## config.mk

```make
export PLATFORM = sky130hd
export DESIGN_NAME = hi_mmio_decoder
export DESIGN_NICKNAME = d
export VERILOG_FILES = /design/src/rtl/himm_pkg.sv /design/src/rtl/himm_ctrl.sv /design/src/rtl/himm_datapath.sv /design/src/rtl/hi_mmio_decoder.sv
export SDC_FILE = /design/constraint.sdc
export NUM_CORES = 1
export LEC_CHECK = 0
export ABC_AREA = 0
export BUFFER_PORTS_ARGS = -buffer_cell sky130_fd_sc_hd__buf_2
export CAP_MARGIN = 10
export CORE_ASPECT_RATIO = 1.75
export CORE_MARGIN = 8
export CORE_UTILIZATION = 45
export DETAILED_ROUTE_END_ITERATION = 16
export GPL_TIMING_DRIVEN = 1
export PLACE_DENSITY = 0.63
export SYNTH_ARGS = -nofsm -noshare
export SYNTH_HDL_FRONTEND = slang
export SYNTH_SLANG_ARGS = --single-unit
export TNS_END_PERCENT = 50
```

## constraint.sdc

```tcl
create_clock -name clk -period 24.5 [get_ports clk]
set_input_delay 1.225 -clock clk [delete_from_list [all_inputs] [get_ports clk]]
set_output_delay 1.225 -clock clk [all_outputs]
set_load 0.1 [all_outputs]
```

## src/rtl/himm_pkg.sv

```systemverilog
package himm_pkg;

  localparam int DATA_W   = 64;
  localparam int REG_AW   = 12;

  // Register word offsets (byte addresses, low three bits ignored on access)
  localparam logic [REG_AW-1:0] OFS_BASE   = 12'h378;
  localparam logic [REG_AW-1:0] OFS_ROUTE  = 12'h388;
  // Window of offsets whose writes trigger a configuration rebuild
  localparam logic [REG_AW-1:0] OFS_RECALC_LO = 12'h378;
  localparam logic [REG_AW-1:0] OFS_RECALC_HI = 12'h38F;

  // Field placement
  localparam int BASE_LSB  = 32;
  localparam int BASE_MSB  = 39;
  localparam int BASE_W    = BASE_MSB - BASE_LSB + 1;
  localparam int EXP_LSB   = 58;
  localparam int EXP_W     = 6;
  localparam int EXP_MIN   = 29;
  localparam int EXP_MAX   = 33;

  typedef struct packed {
    logic wrBase;
    logic wrRoute;
    logic selBase;
    logic selRoute;
    logic rebuild;
  } ctrlStrb_t;

  typedef struct packed {
    logic              en;
    logic [EXP_W-1:0]  expo;
    logic [DATA_W-1:0] base;
  } winCfg_t;

endpackage

```

## src/rtl/himm_ctrl.sv

```systemverilog
module himm_ctrl
  import himm_pkg::*;
(
  input  logic              clk,
  input  logic              rstN,
  input  logic              regWe,
  input  logic [REG_AW-1:0] regAddr,
  output ctrlStrb_t         strb
);

  localparam int WORD_LSB = 3;

  logic isBase;
  logic isRoute;
  logic inRebuildZone;
  logic rebuildQ;

  always_comb begin
    isBase        = (regAddr[REG_AW-1:WORD_LSB] == OFS_BASE[REG_AW-1:WORD_LSB]);
    isRoute       = (regAddr[REG_AW-1:WORD_LSB] == OFS_ROUTE[REG_AW-1:WORD_LSB]);
    inRebuildZone = (regAddr >= OFS_RECALC_LO) && (regAddr <= OFS_RECALC_HI);
  end

  // The rebuild pulse trails the write by one edge so the datapath sees
  // the freshly stored register values when it derives the configuration.
  always_ff @(posedge clk) begin
    if (!rstN) rebuildQ <= 1'b0;
    else       rebuildQ <= regWe && inRebuildZone;
  end

  always_comb begin
    strb.wrBase   = regWe && isBase;
    strb.wrRoute  = regWe && isRoute;
    strb.selBase  = isBase;
    strb.selRoute = isRoute;
    strb.rebuild  = rebuildQ;
  end

endmodule

```

## src/rtl/himm_datapath.sv

```systemverilog
module himm_datapath
  import himm_pkg::*;
#(
  parameter int NPORTS = 8,
  parameter int PORT_W = 3
) (
  input  logic              clk,
  input  logic              rstN,
  input  ctrlStrb_t         strb,
  input  logic [DATA_W-1:0] regWdata,
  output logic [DATA_W-1:0] regRdata,
  input  logic [DATA_W-1:0] reqAddr,
  output logic              hitValid,
  output logic [PORT_W-1:0] hitPort,
  output logic [DATA_W-1:0] fwdAddr,
  output winCfg_t           cfg
);

  logic              baseEnQ;
  logic [BASE_W-1:0] baseHiQ;
  logic [EXP_W-1:0]  routeExpQ;

  logic [EXP_W-1:0]  expClamped;
  logic [DATA_W-1:0] rawBase;
  logic [DATA_W-1:0] alignedBase;
  winCfg_t           cfgQ;

  // Register storage with sanitising on write
  always_ff @(posedge clk) begin
    if (!rstN) begin
      baseEnQ   <= 1'b0;
      baseHiQ   <= '0;
      routeExpQ <= '0;
    end else begin
      if (strb.wrBase) begin
        baseEnQ <= regWdata[0];
        baseHiQ <= regWdata[BASE_MSB:BASE_LSB];
      end
      if (strb.wrRoute) begin
        routeExpQ <= regWdata[DATA_W-1:EXP_LSB];
      end
    end
  end

  // Read mux
  always_comb begin
    regRdata = '0;
    if (strb.selBase) begin
      regRdata[0]                 = baseEnQ;
      regRdata[BASE_MSB:BASE_LSB] = baseHiQ;
    end else if (strb.selRoute) begin
      regRdata[DATA_W-1:EXP_LSB]  = routeExpQ;
    end
  end

  // Clamp and align
  always_comb begin
    if (routeExpQ < EXP_W'(EXP_MIN))      expClamped = EXP_W'(EXP_MIN);
    else if (routeExpQ > EXP_W'(EXP_MAX)) expClamped = EXP_W'(EXP_MAX);
    else                                  expClamped = routeExpQ;
    rawBase                   = '0;
    rawBase[BASE_MSB:BASE_LSB] = baseHiQ;
    alignedBase = rawBase & ~((DATA_W'(1) << expClamped) - DATA_W'(1));
  end

  // Derived configuration, rebuilt on the trailing strobe
  always_ff @(posedge clk) begin
    if (!rstN) begin
      cfgQ.en   <= 1'b0;
      cfgQ.expo <= EXP_W'(EXP_MIN);
      cfgQ.base <= '0;
    end else if (strb.rebuild) begin
      cfgQ.en   <= baseEnQ;
      cfgQ.expo <= expClamped;
      cfgQ.base <= alignedBase;
    end
  end

  assign cfg = cfgQ;

  // Per-port slice compare
  logic [DATA_W-1:0] sliceSize;
  logic [NPORTS-1:0] portHit;

  assign sliceSize = DATA_W'(1) << cfgQ.expo;

  for (genvar p = 0; p < NPORTS; p++) begin : gSlice
    logic [DATA_W-1:0] sliceLo;
    logic [DATA_W-1:0] sliceHi;
    always_comb begin
      sliceLo    = cfgQ.base + (DATA_W'(p) << cfgQ.expo);
      sliceHi    = sliceLo + sliceSize;
      portHit[p] = cfgQ.en && (reqAddr >= sliceLo) && (reqAddr < sliceHi);
    end
  end

  // Encode the (at most one) hitting slice
  logic [PORT_W-1:0] portIdx;
  always_comb begin
    portIdx = '0;
    for (int p = 0; p < NPORTS; p++) begin
      if (portHit[p]) portIdx = portIdx | PORT_W'(p);
    end
  end

  always_comb begin
    hitValid = |portHit;
    hitPort  = hitValid ? portIdx : '0;
    fwdAddr  = hitValid ? reqAddr : '0;
  end

endmodule

```

## src/rtl/hi_mmio_decoder.sv

```systemverilog
module hi_mmio_decoder
  import himm_pkg::*;
#(
  parameter int NPORTS = 8,
  localparam int PORT_W = (NPORTS > 1) ? $clog2(NPORTS) : 1
) (
  input  logic              clk,
  input  logic              rstN,
  input  logic              regWe,
  input  logic [REG_AW-1:0] regAddr,
  input  logic [DATA_W-1:0] regWdata,
  output logic [DATA_W-1:0] regRdata,
  input  logic [DATA_W-1:0] reqAddr,
  output logic              hitValid,
  output logic [PORT_W-1:0] hitPort,
  output logic [DATA_W-1:0] fwdAddr
);

  ctrlStrb_t strb;
  winCfg_t   cfg;

  himm_ctrl uCtrl (
    .clk     (clk),
    .rstN    (rstN),
    .regWe   (regWe),
    .regAddr (regAddr),
    .strb    (strb)
  );

  himm_datapath #(
    .NPORTS (NPORTS),
    .PORT_W (PORT_W)
  ) uDp (
    .clk      (clk),
    .rstN     (rstN),
    .strb     (strb),
    .regWdata (regWdata),
    .regRdata (regRdata),
    .reqAddr  (reqAddr),
    .hitValid (hitValid),
    .hitPort  (hitPort),
    .fwdAddr  (fwdAddr),
    .cfg      (cfg)
  );

endmodule

```

# Yosys cells after proc, flatten, opt, wreduce, memory -nomap -nowiden
# Cells that the tools add are included.
[op_classes] addsub=17 mul=0 div=0 magnitude_cmp=20 n_eq_ne=2 shift=9 muxes=15 bitwise=2 n_reduce_logical=21
[op_table] cell="adder 64 bit" count=16
[op_table] cell=">= comparator 64 bit" count=8
[op_table] cell="< comparator 64 bit" count=8
[op_table] cell="<< shifter 3 x 6 -> 64 bit (first input constant)" count=4
[op_table] cell="<< shifter 1 x 6 -> 64 bit (first input constant)" count=3
[op_table] cell="<< shifter 2 x 6 -> 64 bit (first input constant)" count=2
[op_table] cell="AND 40 x 64 -> 64 bit" count=1
[op_table] cell="2-to-1 mux 64 bit" count=1
[op_table] cell="inverter 64 bit" count=1
[op_table] cell="subtractor 64 x 1 -> 64 bit (second input constant)" count=1
[op_table] cell="2-to-1 mux 6 bit" count=4
[op_table] cell="logical AND 1 bit" count=20
[op_table] cell="== test 9 x 7 -> 1 bit (second input constant)" count=2
[op_table] cell="2-to-1 mux 3 bit" count=5
[op_table] cell=">= comparator 12 x 10 -> 1 bit (second input constant)" count=1
[op_table] cell="<= comparator 12 x 10 -> 1 bit (second input constant)" count=1
[op_table] cell="2-to-1 mux 8 bit" count=1
[op_table] cell="OR reduction 8 bit" count=1
[op_table] cell="> comparator 6 bit (second input constant)" count=1
[op_table] cell="< comparator 6 x 5 -> 1 bit (second input constant)" count=1
[op_table] cell="2-to-1 mux 2 bit" count=2
[op_table] cell="2-to-1 mux 1 bit" count=2
[word_totals] register_bits=87 latch_bits=0 mem_bits_rw=0 romBits=0 in_bits=143 output_inout_bits=132 wordCells=93 memories=0

# Logic depth before layout (Yosys ltp)
[logic_depth] depth_word=13 depth_mapped=47

# Cells and area by module
# Synthesis repeated with hierarchy kept, for this count alone.
[unflattened] cells_unflattened=6601 hier_area_um2=48540.3
[by_module_without_submodules] module="himm_datapath" instances=1 cells_each=6583 area_per_inst_um2=48415.2 seq_area_each_um2=600.6
[by_module_without_submodules] module="himm_ctrl" instances=1 cells_each=18 area_per_inst_um2=125.1 seq_area_each_um2=20.0

# Worst setup path after synthesis
# No wires, ideal clock.
[synth_timing] kind="flip-flop to output port" startpoint="reg uDp.cfgQ (netlist bit uDp.cfg[65])" endpoint="out hitValid" arrival_ns=9.826 t_required_ns=23.275 slack_ns=13.449 path_stages_with_launch=42 n_path_buf=5 cell_sequence="dfxtp_1 > clkbuf_1 > inv_1 > clkbuf_1 > ha_1 > inv_1 > nor2_8 > inv_1 > nand2_1 > ha_1 > ha_1 > a21o_1 > maj3_1 > a21o_1 > maj3_1 > a21oi_1 > o21bai_1 > a21oi_1 > [6 not listed] > a211oi_1 > a211o_1 > or3_1 > a311o_1 > xor2_1 > ha_1 > nand4_1 > nor2_1 > nand2_1 > or3_1 > nor4_1 > o31ai_1 > o211ai_1 > nand4_1 > nor4b_1 > buf_2 > buf_2 > inv_1"
[synth_between] elab_chain_cells=6 word_cells_on_any_way=57
[synth_lines] element="start: declaration" line="himm_datapath.sv:26" rtl="winCfg_t cfgQ;"
[synth_lines] element="<< shifter 3 x 6 -> 64 bit, or another cell as far along" line="himm_datapath.sv:91" rtl="sliceLo = cfgQ.base + (DATA_W'(p) << cfgQ.expo);"
[synth_lines] element="adder 64 bit" line="himm_datapath.sv:91"
[synth_lines] element="adder 64 bit or >= comparator 64 bit (tied branches)" line="himm_datapath.sv:92, himm_datapath.sv:93"
[synth_lines] element="< comparator 64 bit or logical AND 1 bit (tied branches)" line="himm_datapath.sv:93" rtl="portHit[p] = cfgQ.en && (reqAddr >= sliceLo) && (reqAddr < sliceHi);"
[synth_lines] element="logical AND 1 bit" line="himm_datapath.sv:93"
[synth_lines] element="OR reduction 8 bit *" line="himm_datapath.sv:107" rtl="hitValid = |portHit;"
[synth_lines] element="end: declaration" line="hi_mmio_decoder.sv:14" rtl="output logic hitValid,"
# Mark *: on every way between the ends. The rest lies on a longest branch, timed or not.

# Final worst setup path
[layout_timing] startpoint="reg uDp.cfgQ (netlist bit uDp.cfg[66])" endpoint="out fwdAddr[24]"
[layout_between] elab_chain_cells=7 word_cells_on_any_way=58
[layout_lines] element="<< shifter 3 x 6 -> 64 bit, or another cell as far along" line="himm_datapath.sv:91"
[layout_lines] element="adder 64 bit" line="himm_datapath.sv:91"
[layout_lines] element="adder 64 bit or >= comparator 64 bit (tied branches)" line="himm_datapath.sv:92, himm_datapath.sv:93"
[layout_lines] element="< comparator 64 bit or logical AND 1 bit (tied branches)" line="himm_datapath.sv:93"
[layout_lines] element="logical AND 1 bit" line="himm_datapath.sv:93"
[layout_lines] element="OR reduction 8 bit *" line="himm_datapath.sv:107"
[layout_lines] element="2-to-1 mux 64 bit *" line="himm_datapath.sv:109" rtl="fwdAddr = hitValid ? reqAddr : '0;"
[layout_lines] element="end: declaration" line="hi_mmio_decoder.sv:16" rtl="output logic [DATA_W-1:0] fwdAddr"
# Marks and branches as above.

==> metrics <==
CP Launch Point=uDp.cfg[66]; Synth Area in Compound Gates=0.289; post-route ant nets=0; PostCTS Resize Cnt=0; grt met2 use=0.566; via count=52100; Yosys top cell area share=0.338; CTS Buf Count=5; Setup Viol. Count Final=0; peak supply drop=0.0000225 V; RSZ-0062 raised after global routing=false; Synth Cell Area=approximately 0.048 mm2; Critical Path Fanout Max=32; final wirelength=between 200000 and 250000 um; Static Leak=around 25 nW; first drt pass iteration count=7; flop2flop setup slack=around 23 ns; Clock Skew=0.00311 ns; Min-Delay Path Class=reg2reg; initial antenna violation count=12; Final period util=0.522; H-tree depth=2; Slew Viols, Final=0; Worst setup EP type=output port; flops & latches, synth=31; Row Count=159; initial core utilization=0.452; CP max stage delay=between 0.7 and 0.8 ns; largest family of logic cells by synthesized area=adder cells; synth unique cells=95; CTS clk-pin slew, worst paths=0.05 ns; PD cells=7.85 mW/mm2; Seq/Total Area, Yosys=0.0128; maximum root-to-sink buffer count=2; port buffer count=roughly 170; first-pass GRT wire length=about 300000 um; Die Y=~450 um; Slew @ Worst Pin=between 1 and 1.5 ns; mux share of post-synthesis cell area=0.00275; reg2reg end=uDp.cfg[32]; DP Area=0.0508 mm2; Worst EP required=roughly 23 ns; max cap viols=0; Final min period=~13 ns; achievable frequency=between 70 and 80 MHz; cells taking the most area after synthesis=ha_1 34%, a21o_1 8.1%, a21oi_1 6.7%; simple-gate share of the synthesized area=0.204; Core ar.=between 0.1 and 0.15 mm2; CTS sink cnt=31; post-detail-place hpwl=171000 um; GP Congestion=around 1.0; yosys warns=0; number of setup buffers added after CTS=0; HP Start=uDp.baseHiQ[5]; Max-slew headroom=0.170; DRC=0; DR vias/cell=6.38; Top FF cell, synth=dfxtp_1; Crit path top cell by count=a21o_1; area share of fa/ha/maj cells after synthesis=0.345; insertion delay to the later sink of the worst-skew pair=0.27 ns; synthesized instance count=between 6000 and 7000; synth-to-layout area growth=5.68%; xor/xnor share of the synthesized area=0.0868; Post-CTS Hold Fix Bufs=0; startpoint types=flip-flop; most common cell after layout, fill and taps aside=ha_1; WP data arrival=between 10 and 15 ns; Syn Area/Cell=7.22 um2; Top Usage Layer GRT=met2; # IOs=275; commonest non-fill, non-tap cells in the layout=1306 x ha_1, 643 x a21oi_1, 518 x a21o_1, 486 x nand2_1, 467 x inv_1; WHS Path Cells=2; CP bufs+invs=4; DR iter-0 viols=approximately 3300; R2R Path Start=uDp.routeExpQ[1]; FF-to-FF path depth=5; area leader, netlist=ha_1; Hold Path Sink=uDp.baseHiQ[5]; vias in the first global route=between 50000 and 60000; chip width=approximately 260 um; GRT Total Usage=0.324; crit path max-delay cell type=o21ai_0; layout cells sized above 1=0.0509; CTS Root Cell=clkbuf_16; setup TNS=0 ns; number of flops mapped to enable cells by yosys=0; largest net degree at the start of global routing=36; Async SR Flop Fraction=0; WL/cell=about 25 um; CP delay by family, top=compound AO/OA/AOI/OAI gates; CTS tree=yes; GR Util met1=0.302; GRT overflow=0; die area=0.118 mm2; met3 Use GR=0.0438; status=complete, no violations; Design Area, Final=just over 0.05 mm2; Fin. Hold Viols=0; Final Net Count=a little over 8000; worst setup path category=reg2out
worst max path at each step:
stage	end	cells past startpoint	slack (ns)
detailed placement	fwdAddr[19]	36	12.32
finish	fwdAddr[24]	36	11.70
global placement	fwdAddr[21]	36	12.49
CTS	fwdAddr[19]	36	11.98
floorplan	hitValid	41	13.45
global route	fwdAddr[17]	36	11.37
where the power goes:
group | internal (W) | switching, W | leakage [nW]
Sequential | 0.0000505 | 0.0000000326 | 0.250
Combinational | 0.000102 | 0.000184 | 25.1
Clock | 0.0000431 | 0.0000204 | 0.0772
Total | 0.000196 | 0.000205 | 25.4
through the flow:
step                      total power, W   util  setup WS [ns]  instances  hold slack, ns
final                           0.000401  0.478          11.70       8176           0.490
after global routing            0.000436  0.478          11.37       8173           0.511
after CTS                       0.000397  0.477          11.98       8169           0.491
after detailed placement        0.000332  0.476          12.32       8161           0.478
after global placement          0.000323  0.476          12.49       8161           0.476
after floorplan                 0.000238      -          13.45       6754           0.452
logic make-up (layout without fill, tap and decap cells):
group                      after synthesis  after routing
buffers and inverters                  709            759
other                                    2             70
xor gates and xnor gates               478            478
DFF                                     31             31
and+or+nand+nor                       1962           1962
adders and majority gates             1325           1325
muxes                                   13             13
AOI/OAI and AO/OA                     2170           2170
cells in the mapped netlist (all sizes together) (11+ instances only):
| library cell | count |
|---|---|
| a221o | 17 |
| clkbuf | 170 |
| a21o | 518 |
| nor3 | 104 |
| nor2b | 164 |
| o21bai | 85 |
| o31ai | 27 |
| and3 | 80 |
| buf | 69 |
| mux2i | 11 |
| a2111oi | 20 |
| o2111ai | 14 |
| nor4 | 39 |
| dfxtp | 31 |
| or3 | 36 |
| a21oi | 645 |
| nor2 | 424 |
| o21ai | 402 |
| a31oi | 78 |
| fa | 11 |
| and2 | 65 |
| o21a | 78 |
| xnor2 | 282 |
| o211ai | 39 |
| a41oi | 21 |
| nand2b | 89 |
| and4 | 18 |
| a21boi | 35 |
| a211o | 27 |
| ha | 1306 |
| nand3 | 141 |
| or2 | 24 |
| a221oi | 19 |
| a211oi | 58 |
| xor2 | 196 |
| inv | 467 |
| nand4 | 250 |
| nand2 | 486 |
registers in the layout, indices dropped and copies added, names as in the netlist:
| signal | cells |
|---|---|
| uDp.cfg | 15 |
| uCtrl.rebuildQ | 1 |
| uDp.routeExpQ | 6 |
| uDp.baseEnQ | 1 |
| uDp.baseHiQ | 8 |
layout make-up:
class / instances / area (um2)
fillers: 11000 / 55800
multi-input cells: 6014 / 45100
inverters: 470 / 1760
well taps: 1368 / 1710
repair buffers: 281 / 1690
flip-flops and latches: 31 / 622
clock buffers: 8 / 156
diodes: 4 / 10.0
layer usage:
layer  vias up  part of all wire
li1      24900                 -
met1     23900              0.33
met2      2217              0.47
met3      1138             0.053
met4         6              0.15
met5         -           0.00018
worst register-to-register path, delay by kind of cell, from the launching register on:
kind            cells  cell delay (ns)
flops               1             0.33
simple gates        3             0.80
compound gates      2             0.30
Power figures use the tool's default switching activity.
